### config.mk
export PLATFORM = sky130hd
export DESIGN_NAME = cfg_hs_ctrl
export DESIGN_NICKNAME = d
export VERILOG_FILES = /design/src/rtl/cfg_hs_pkg.sv /design/src/rtl/cfg_hs_rst_sync.sv /design/src/rtl/cfg_hs_timer.sv /design/src/rtl/cfg_hs_attempts.sv /design/src/rtl/cfg_hs_fsm.sv /design/src/rtl/cfg_hs_ctrl.sv
export SDC_FILE = /design/constraint.sdc
export NUM_CORES = 1
export LEC_CHECK = 0
export CAP_MARGIN = 15
export CORE_MARGIN = 2
export CORE_UTILIZATION = 26
export DETAILED_ROUTE_END_ITERATION = 8
export GPL_ROUTABILITY_DRIVEN = 0
export PLACE_DENSITY = 0.41
export SETUP_SLACK_MARGIN = 0.05
export SYNTH_ARGS = -nofsm -noshare
export SYNTH_HDL_FRONTEND = slang
export SYNTH_SLANG_ARGS = --single-unit
### constraint.sdc
create_clock -name clk -period 1.7 [get_ports clk]
set_clock_uncertainty 0.1 [all_clocks]
set_input_delay 0.425 -clock clk [delete_from_list [all_inputs] [get_ports clk]]
set_output_delay 0.425 -clock clk [all_outputs]
set_load 0.03 [all_outputs]
### src/rtl/cfg_hs_pkg.sv
package cfg_hs_pkg;

  typedef enum logic [2:0] {
    ST_IDLE      = 3'd0,
    ST_PULSE     = 3'd1,
    ST_WAIT_INIT = 3'd2,
    ST_SETTLE    = 3'd3,
    ST_DATA      = 3'd4,
    ST_OK        = 3'd5,
    ST_ERR       = 3'd6
  } cfg_state_e;

endpackage

### src/rtl/cfg_hs_rst_sync.sv
module cfg_hs_rst_sync #(
  parameter int STAGES = 2
) (
  input  logic clk,
  input  logic arst_n,
  output logic srst_n
);

  logic [STAGES-1:0] sync_q;

  always_ff @(posedge clk or negedge arst_n) begin
    if (!arst_n) begin
      sync_q <= '0;
    end else begin
      sync_q <= {sync_q[STAGES-2:0], 1'b1};
    end
  end

  assign srst_n = sync_q[STAGES-1];

endmodule

### src/rtl/cfg_hs_timer.sv
module cfg_hs_timer #(
  parameter int WIDTH = 8
) (
  input  logic             clk,
  input  logic             rst_n,
  input  logic             load,
  input  logic [WIDTH-1:0] load_val,
  input  logic             dec,
  output logic             zero
);

  logic [WIDTH-1:0] cnt_q;
  logic [WIDTH-1:0] cnt_d;
  logic             cnt_en;

  always_comb begin
    cnt_en = load | dec;
    if (load) begin
      cnt_d = load_val;
    end else begin
      cnt_d = cnt_q - {{(WIDTH-1){1'b0}}, 1'b1};
    end
  end

  always_ff @(posedge clk or negedge rst_n) begin
    if (!rst_n) begin
      cnt_q <= '0;
    end else if (cnt_en) begin
      cnt_q <= cnt_d;
    end
  end

  assign zero = (cnt_q == '0);

endmodule

### src/rtl/cfg_hs_attempts.sv
module cfg_hs_attempts #(
  parameter int MAX_ATT = 4,
  localparam int AW     = $clog2(MAX_ATT + 1)
) (
  input  logic          clk,
  input  logic          rst_n,
  input  logic          clear,
  input  logic          inc,
  output logic [AW-1:0] count,
  output logic          last
);

  localparam logic [AW-1:0] ONE_V  = AW'(1);
  localparam logic [AW-1:0] LAST_V = AW'(MAX_ATT);

  logic [AW-1:0] cnt_q;
  logic [AW-1:0] cnt_d;
  logic          cnt_en;

  always_comb begin
    cnt_en = clear | inc;
    if (clear) begin
      cnt_d = ONE_V;
    end else begin
      cnt_d = cnt_q + ONE_V;
    end
  end

  always_ff @(posedge clk or negedge rst_n) begin
    if (!rst_n) begin
      cnt_q <= '0;
    end else if (cnt_en) begin
      cnt_q <= cnt_d;
    end
  end

  assign count = cnt_q;
  assign last  = (cnt_q == LAST_V);

endmodule

### src/rtl/cfg_hs_fsm.sv
module cfg_hs_fsm
  import cfg_hs_pkg::*;
#(
  parameter int TW         = 8,
  parameter int PULSE_LEN  = 4,
  parameter int SETTLE_LEN = 4,
  parameter int WAIT_LEN   = 4
) (
  input  logic          clk,
  input  logic          rst_n,
  input  logic          start,
  input  logic          init_n,
  input  logic          done,
  input  logic          xfer_busy,
  input  logic          tmr_zero,
  input  logic          last_att,
  output logic          tmr_load,
  output logic [TW-1:0] tmr_val,
  output logic          tmr_dec,
  output logic          att_clear,
  output logic          att_inc,
  output logic          program_n,
  output logic          shift_enable,
  output logic          success,
  output logic          error
);

  localparam logic [TW-1:0] PULSE_V  = TW'(PULSE_LEN - 1);
  localparam logic [TW-1:0] SETTLE_V = TW'(SETTLE_LEN - 1);
  localparam logic [TW-1:0] WAIT_V   = TW'(WAIT_LEN - 1);

  cfg_state_e state_q;
  cfg_state_e state_d;
  logic       fail;

  // next-state and control decode
  always_comb begin
    state_d   = state_q;
    tmr_load  = 1'b0;
    tmr_val   = '0;
    tmr_dec   = 1'b0;
    att_clear = 1'b0;
    att_inc   = 1'b0;
    fail      = 1'b0;
    case (state_q)
      ST_IDLE, ST_OK, ST_ERR: begin
        if (start) begin
          state_d   = ST_PULSE;
          tmr_load  = 1'b1;
          tmr_val   = PULSE_V;
          att_clear = 1'b1;
        end
      end
      ST_PULSE: begin
        if (!tmr_zero) begin
          tmr_dec = 1'b1;
        end else if (!init_n) begin
          state_d = ST_WAIT_INIT;
        end
      end
      ST_WAIT_INIT: begin
        if (init_n) begin
          state_d  = ST_SETTLE;
          tmr_load = 1'b1;
          tmr_val  = SETTLE_V;
        end
      end
      ST_SETTLE: begin
        if (!tmr_zero) begin
          tmr_dec = 1'b1;
        end else begin
          state_d  = ST_DATA;
          tmr_load = 1'b1;
          tmr_val  = WAIT_V;
        end
      end
      ST_DATA: begin
        if (done) begin
          state_d = ST_OK;
        end else if (!init_n) begin
          fail = 1'b1;
        end else if (!xfer_busy) begin
          if (tmr_zero) begin
            fail = 1'b1;
          end else begin
            tmr_dec = 1'b1;
          end
        end
      end
      default: begin
        state_d = ST_IDLE;
      end
    endcase

    if (fail) begin
      if (last_att) begin
        state_d = ST_ERR;
      end else begin
        state_d  = ST_PULSE;
        tmr_load = 1'b1;
        tmr_val  = PULSE_V;
        att_inc  = 1'b1;
      end
    end
  end

  // state register
  always_ff @(posedge clk or negedge rst_n) begin
    if (!rst_n) begin
      state_q <= ST_IDLE;
    end else begin
      state_q <= state_d;
    end
  end

  // output decode from the registered state
  always_comb begin
    program_n    = (state_q != ST_PULSE);
    shift_enable = (state_q == ST_DATA);
    success      = (state_q == ST_OK);
    error        = (state_q == ST_ERR);
  end

endmodule

### src/rtl/cfg_hs_ctrl.sv
module cfg_hs_ctrl #(
  parameter int PROG_PULSE   = 25,
  parameter int SETTLE_CYC   = 2500,
  parameter int DONE_TIMEOUT = 300000,
  parameter int MAX_RETRIES  = 3,
  localparam int MAX_ATT     = MAX_RETRIES + 1,
  localparam int AW          = $clog2(MAX_ATT + 1)
) (
  input  logic          clk,
  input  logic          rst_n,
  input  logic          start,
  input  logic          init_n,
  input  logic          done,
  input  logic          xfer_busy,
  output logic          program_n,
  output logic          shift_enable,
  output logic          success,
  output logic          error,
  output logic [AW-1:0] attempt
);

  localparam int MAXV_A = (PROG_PULSE > SETTLE_CYC) ? PROG_PULSE : SETTLE_CYC;
  localparam int MAXV   = (MAXV_A > DONE_TIMEOUT) ? MAXV_A : DONE_TIMEOUT;
  localparam int TW     = $clog2(MAXV + 1);

  logic          srst_n;
  logic          tmr_load;
  logic [TW-1:0] tmr_val;
  logic          tmr_dec;
  logic          tmr_zero;
  logic          att_clear;
  logic          att_inc;
  logic          last_att;

  cfg_hs_rst_sync #(
    .STAGES(2)
  ) u_rst (
    .clk    (clk),
    .arst_n (rst_n),
    .srst_n (srst_n)
  );

  cfg_hs_timer #(
    .WIDTH(TW)
  ) u_timer (
    .clk      (clk),
    .rst_n    (srst_n),
    .load     (tmr_load),
    .load_val (tmr_val),
    .dec      (tmr_dec),
    .zero     (tmr_zero)
  );

  cfg_hs_attempts #(
    .MAX_ATT(MAX_ATT)
  ) u_att (
    .clk   (clk),
    .rst_n (srst_n),
    .clear (att_clear),
    .inc   (att_inc),
    .count (attempt),
    .last  (last_att)
  );

  cfg_hs_fsm #(
    .TW         (TW),
    .PULSE_LEN  (PROG_PULSE),
    .SETTLE_LEN (SETTLE_CYC),
    .WAIT_LEN   (DONE_TIMEOUT)
  ) u_fsm (
    .clk          (clk),
    .rst_n        (srst_n),
    .start        (start),
    .init_n       (init_n),
    .done         (done),
    .xfer_busy    (xfer_busy),
    .tmr_zero     (tmr_zero),
    .last_att     (last_att),
    .tmr_load     (tmr_load),
    .tmr_val      (tmr_val),
    .tmr_dec      (tmr_dec),
    .att_clear    (att_clear),
    .att_inc      (att_inc),
    .program_n    (program_n),
    .shift_enable (shift_enable),
    .success      (success),
    .error        (error)
  );

endmodule

==> impl_results.md <==
* Slowest CP cell: dfrtp_1
* DR pass1 iterations at 5
* Worst Path Buf+Inv at 2
* Max Cap Violations at 0
* #FFs+latches synth at 27
* Design Area, Final at 3060 µm²
* Final hold viol count at 0
* FF-to-FF End: u_fsm.state_q[0]$_DFFE_PN0P_
* Final cycle utilization of the critical path at 125%
* Final Routed Wirelength at 5210 µm
* DR vias/cell at 4.69
* Vias in the first global route at 1779
* Outcome: finished with violations
* Core area at 6790 µm²
* Worst R2R Start: u_timer.cnt_q[12]$_DFFE_PN0P_
* Largest stage delay, worst path at 0.44 ns
* Clk Latency, worst-skew pair at 0.28 ns
* Final worst slack at -0.433 ns
* Wire length on met2 at 2600 µm
* Post-Syn Area at 1820 µm²
* First-pass GRT wire length at 8670 µm
* Synth cell types at 57
* WS Path Type: reg -> reg
* Top cells by area, synth: dfrtp_1, xnor2_1, nor2_1, nor4_2, o21ai_0
* Clk buf depth at 2
* RSZ-0062 raised after global routing: true
* Worst EP required at 1.78 ns
* Remaining DRCs at 0
* Failing checks: setup timing
* Nets@finish at 290
* Tmin final at 2.13 ns
* Post-layout util at 45.0%
* Share of post-route cells with drive strength above 1 at 56.4%
* Static Leak at 1.27 nW
* Die height at 87.7 µm
* Clk slew on worst S/H paths at 0.10 ns
* Port bufs at 12
* Number of synthesized flops with an enable pin at 0
* Global Route Usage Sum at 14.3%
* Ys flop type: dfrtp_1
* Sequential area share after synthesis at 37.1%
* Row cnt at 30
* Initial Util at 26.8%
* Antenna-violating nets left at 0
* Yosys Warn Count at 0
* Synth Area per Inst at 9.80 µm²
* Synth Instances at 186
* Yosys top cell area share at 37.1%
* Reg2Reg Depth at 8
* GR Overflow Total at 0
* CP Data Arrival Time at 2.21 ns
* Area post-placement at 2490 µm²
* Final hold slack at 0.0944 ns
* Synth async-reset ratio at 100%
* Setup violators final at 29
* Cell taking the most area after synthesis: dfrtp_1
* Syn_nets at 195
* Die W at 87.7 µm
* Area grow syn2layout at 67.7%
* Pwr dens at 1140 nW/µm²
* Full die area at 7700 µm²
* WL met3 at 85 µm
* Critical path endpoint category: flip-flop
* # clock sinks at 27
* Routed length per placed instance at 13.9 µm
* Largest net degree at the start of global routing at 17
* Post-CTS Hold Buffers at 0
* Via count at 1764
* Dpl hpwl at 3770 µm
* Ports at 13
* Count of pins over their slew limit at 0
* CTS buffer count at 3
* CTS tree: done
* Worst hold path type: reg -> async
* Max H-tree Level at 1
* Iter 0 DRT Violations at 38
* Delay-heaviest family, CP: simple AND/OR/NAND/NOR gates
* Startpoint types: flip-flop
* CP max FO at 3
* Met1 WL at 2410 µm
* R2R setup slack at -0.43 ns
* Fill count at 655
* Antenna diode count at 0
* Initial antenna violation count at 0
* CP cell instances: nor4_4 > nand4_1 > buf_4 > or2_4 > buf_6 > o21a_1 > nor2_2 > a21oi_2
* Root Buffer: clkbuf_8
* Top layer in use: met4
* Peak supply drop at 0.481 mV
* Max Freq at 469 MHz
[per-layer routing]
metal	track usage, %	vias up
met5	0	-
li1	-	869
met4	3.92	0
met3	1.70	12
met1	19.4	862
met2	24.0	21
[area by class of cell]
class	count	area (µm²)	area share, %
Sequential cell	27	678	22.2
Timing Repair Buffer	95	815	26.6
Clock inverter	1	7.51	0.246
Inverter	7	26.3	0.860
Tap cell	96	120	3.93
Clock buffer	3	41.3	1.35
Multi-Input combinational cell	147	1370	44.8
[registers in the layout, indices dropped and copies added, names as in the netlist]
name,cells
u_att.count,3
u_rst.sync_q,2
u_timer.cnt_q,19
u_fsm.state_q,3
[placed cells by master, fill, tap and decap left out, types with 3 or more instances in the layout]
cell              n
a21oi_2           3
and3b_1           3
buf_4            63
buf_6            22
clkbuf_8          3
clkdlybuf4s50_1   5
dfrtp_1          25
inv_1             7
nand2_1           6
nand2_2           4
nand3_2           3
nor2_1           14
nor2_2            4
nor2_4            3
nor2b_1           3
nor3_2            5
nor4_4            5
o21a_1            3
o21ai_1           7
o21ai_2           5
or3_1             3
xnor2_1          10
xor2_1            3
[per-stage QoR]
stage	setup WS, ns	std cells	TNS (ns)	power [mW]
after floorplan	-0.458	186	-7.63	1.92
after global placement	-0.677	349	-13.92	2.62
after detailed placement	-0.639	349	-13.35	2.62
after CTS	-0.436	364	-9.57	3.19
after global routing	-0.517	376	-11.86	3.71
final	-0.433	376	-9.39	3.47
[worst max-delay path by stage]
stage | from | to | cells past startpoint
floorplan | u_fsm.state_q[0]$_DFFE_PN0P_ | u_timer.cnt_q[5]$_DFFE_PN0P_ | 7
CTS | u_timer.cnt_q[15]$_DFFE_PN0P_ | u_fsm.state_q[0]$_DFFE_PN0P_ | 7
detailed placement | init_n | u_timer.cnt_q[12]$_DFFE_PN0P_ | 7
finish | u_timer.cnt_q[12]$_DFFE_PN0P_ | u_fsm.state_q[0]$_DFFE_PN0P_ | 8
global route | u_timer.cnt_q[3]$_DFFE_PN0P_ | u_fsm.state_q[0]$_DFFE_PN0P_ | 7
global placement | init_n | u_timer.cnt_q[12]$_DFFE_PN0P_ | 7
[what timing repair did]
item / CTS / global route
setup buffers: 11 / 16
endpoints found under the setup margin: 32 / 30
endpoints found under the hold margin: 0 / 0
resized for setup: 47 / 48
pin swaps: 15 / 26
[cell usage after synthesis, types with 3 or more instances]
cell type and count:
ha_1 3, o21ai_1 3, o21ai_0 10, dfrtp_1 27, nor4_2 5, xor2_1 3, or3_1 3, nand2_1 11
nand2b_1 3, nor2b_1 3, nor3_1 5, a21oi_1 4, and3b_1 3, inv_1 7, xnor2_1 12, o21a_1 4
nor2_1 21, o31ai_1 3, nor3_2 4, nand3_1 4
[cell families (layout without fill, tap and decap cells)]
group,count (synthesis),after routing,synth area share [%]
AOI/OAI and AO/OA,48,48,20.2
DFF,27,27,37.1
other,1,1,0.206
buffers and inverters,12,106,3.36
xor gates and xnor gates,15,15,7.21
adders and majority gates,3,3,2.06
and+or+nand+nor,79,79,29.3
muxes,1,1,0.549
[power by group]
part           switching (mW)  internal, mW  total, mW
Clock                   0.230         0.167      0.397
Sequential              0.229         0.858       1.09
Combinational           0.937          1.05       1.99
Power figures use the tool's default switching activity.
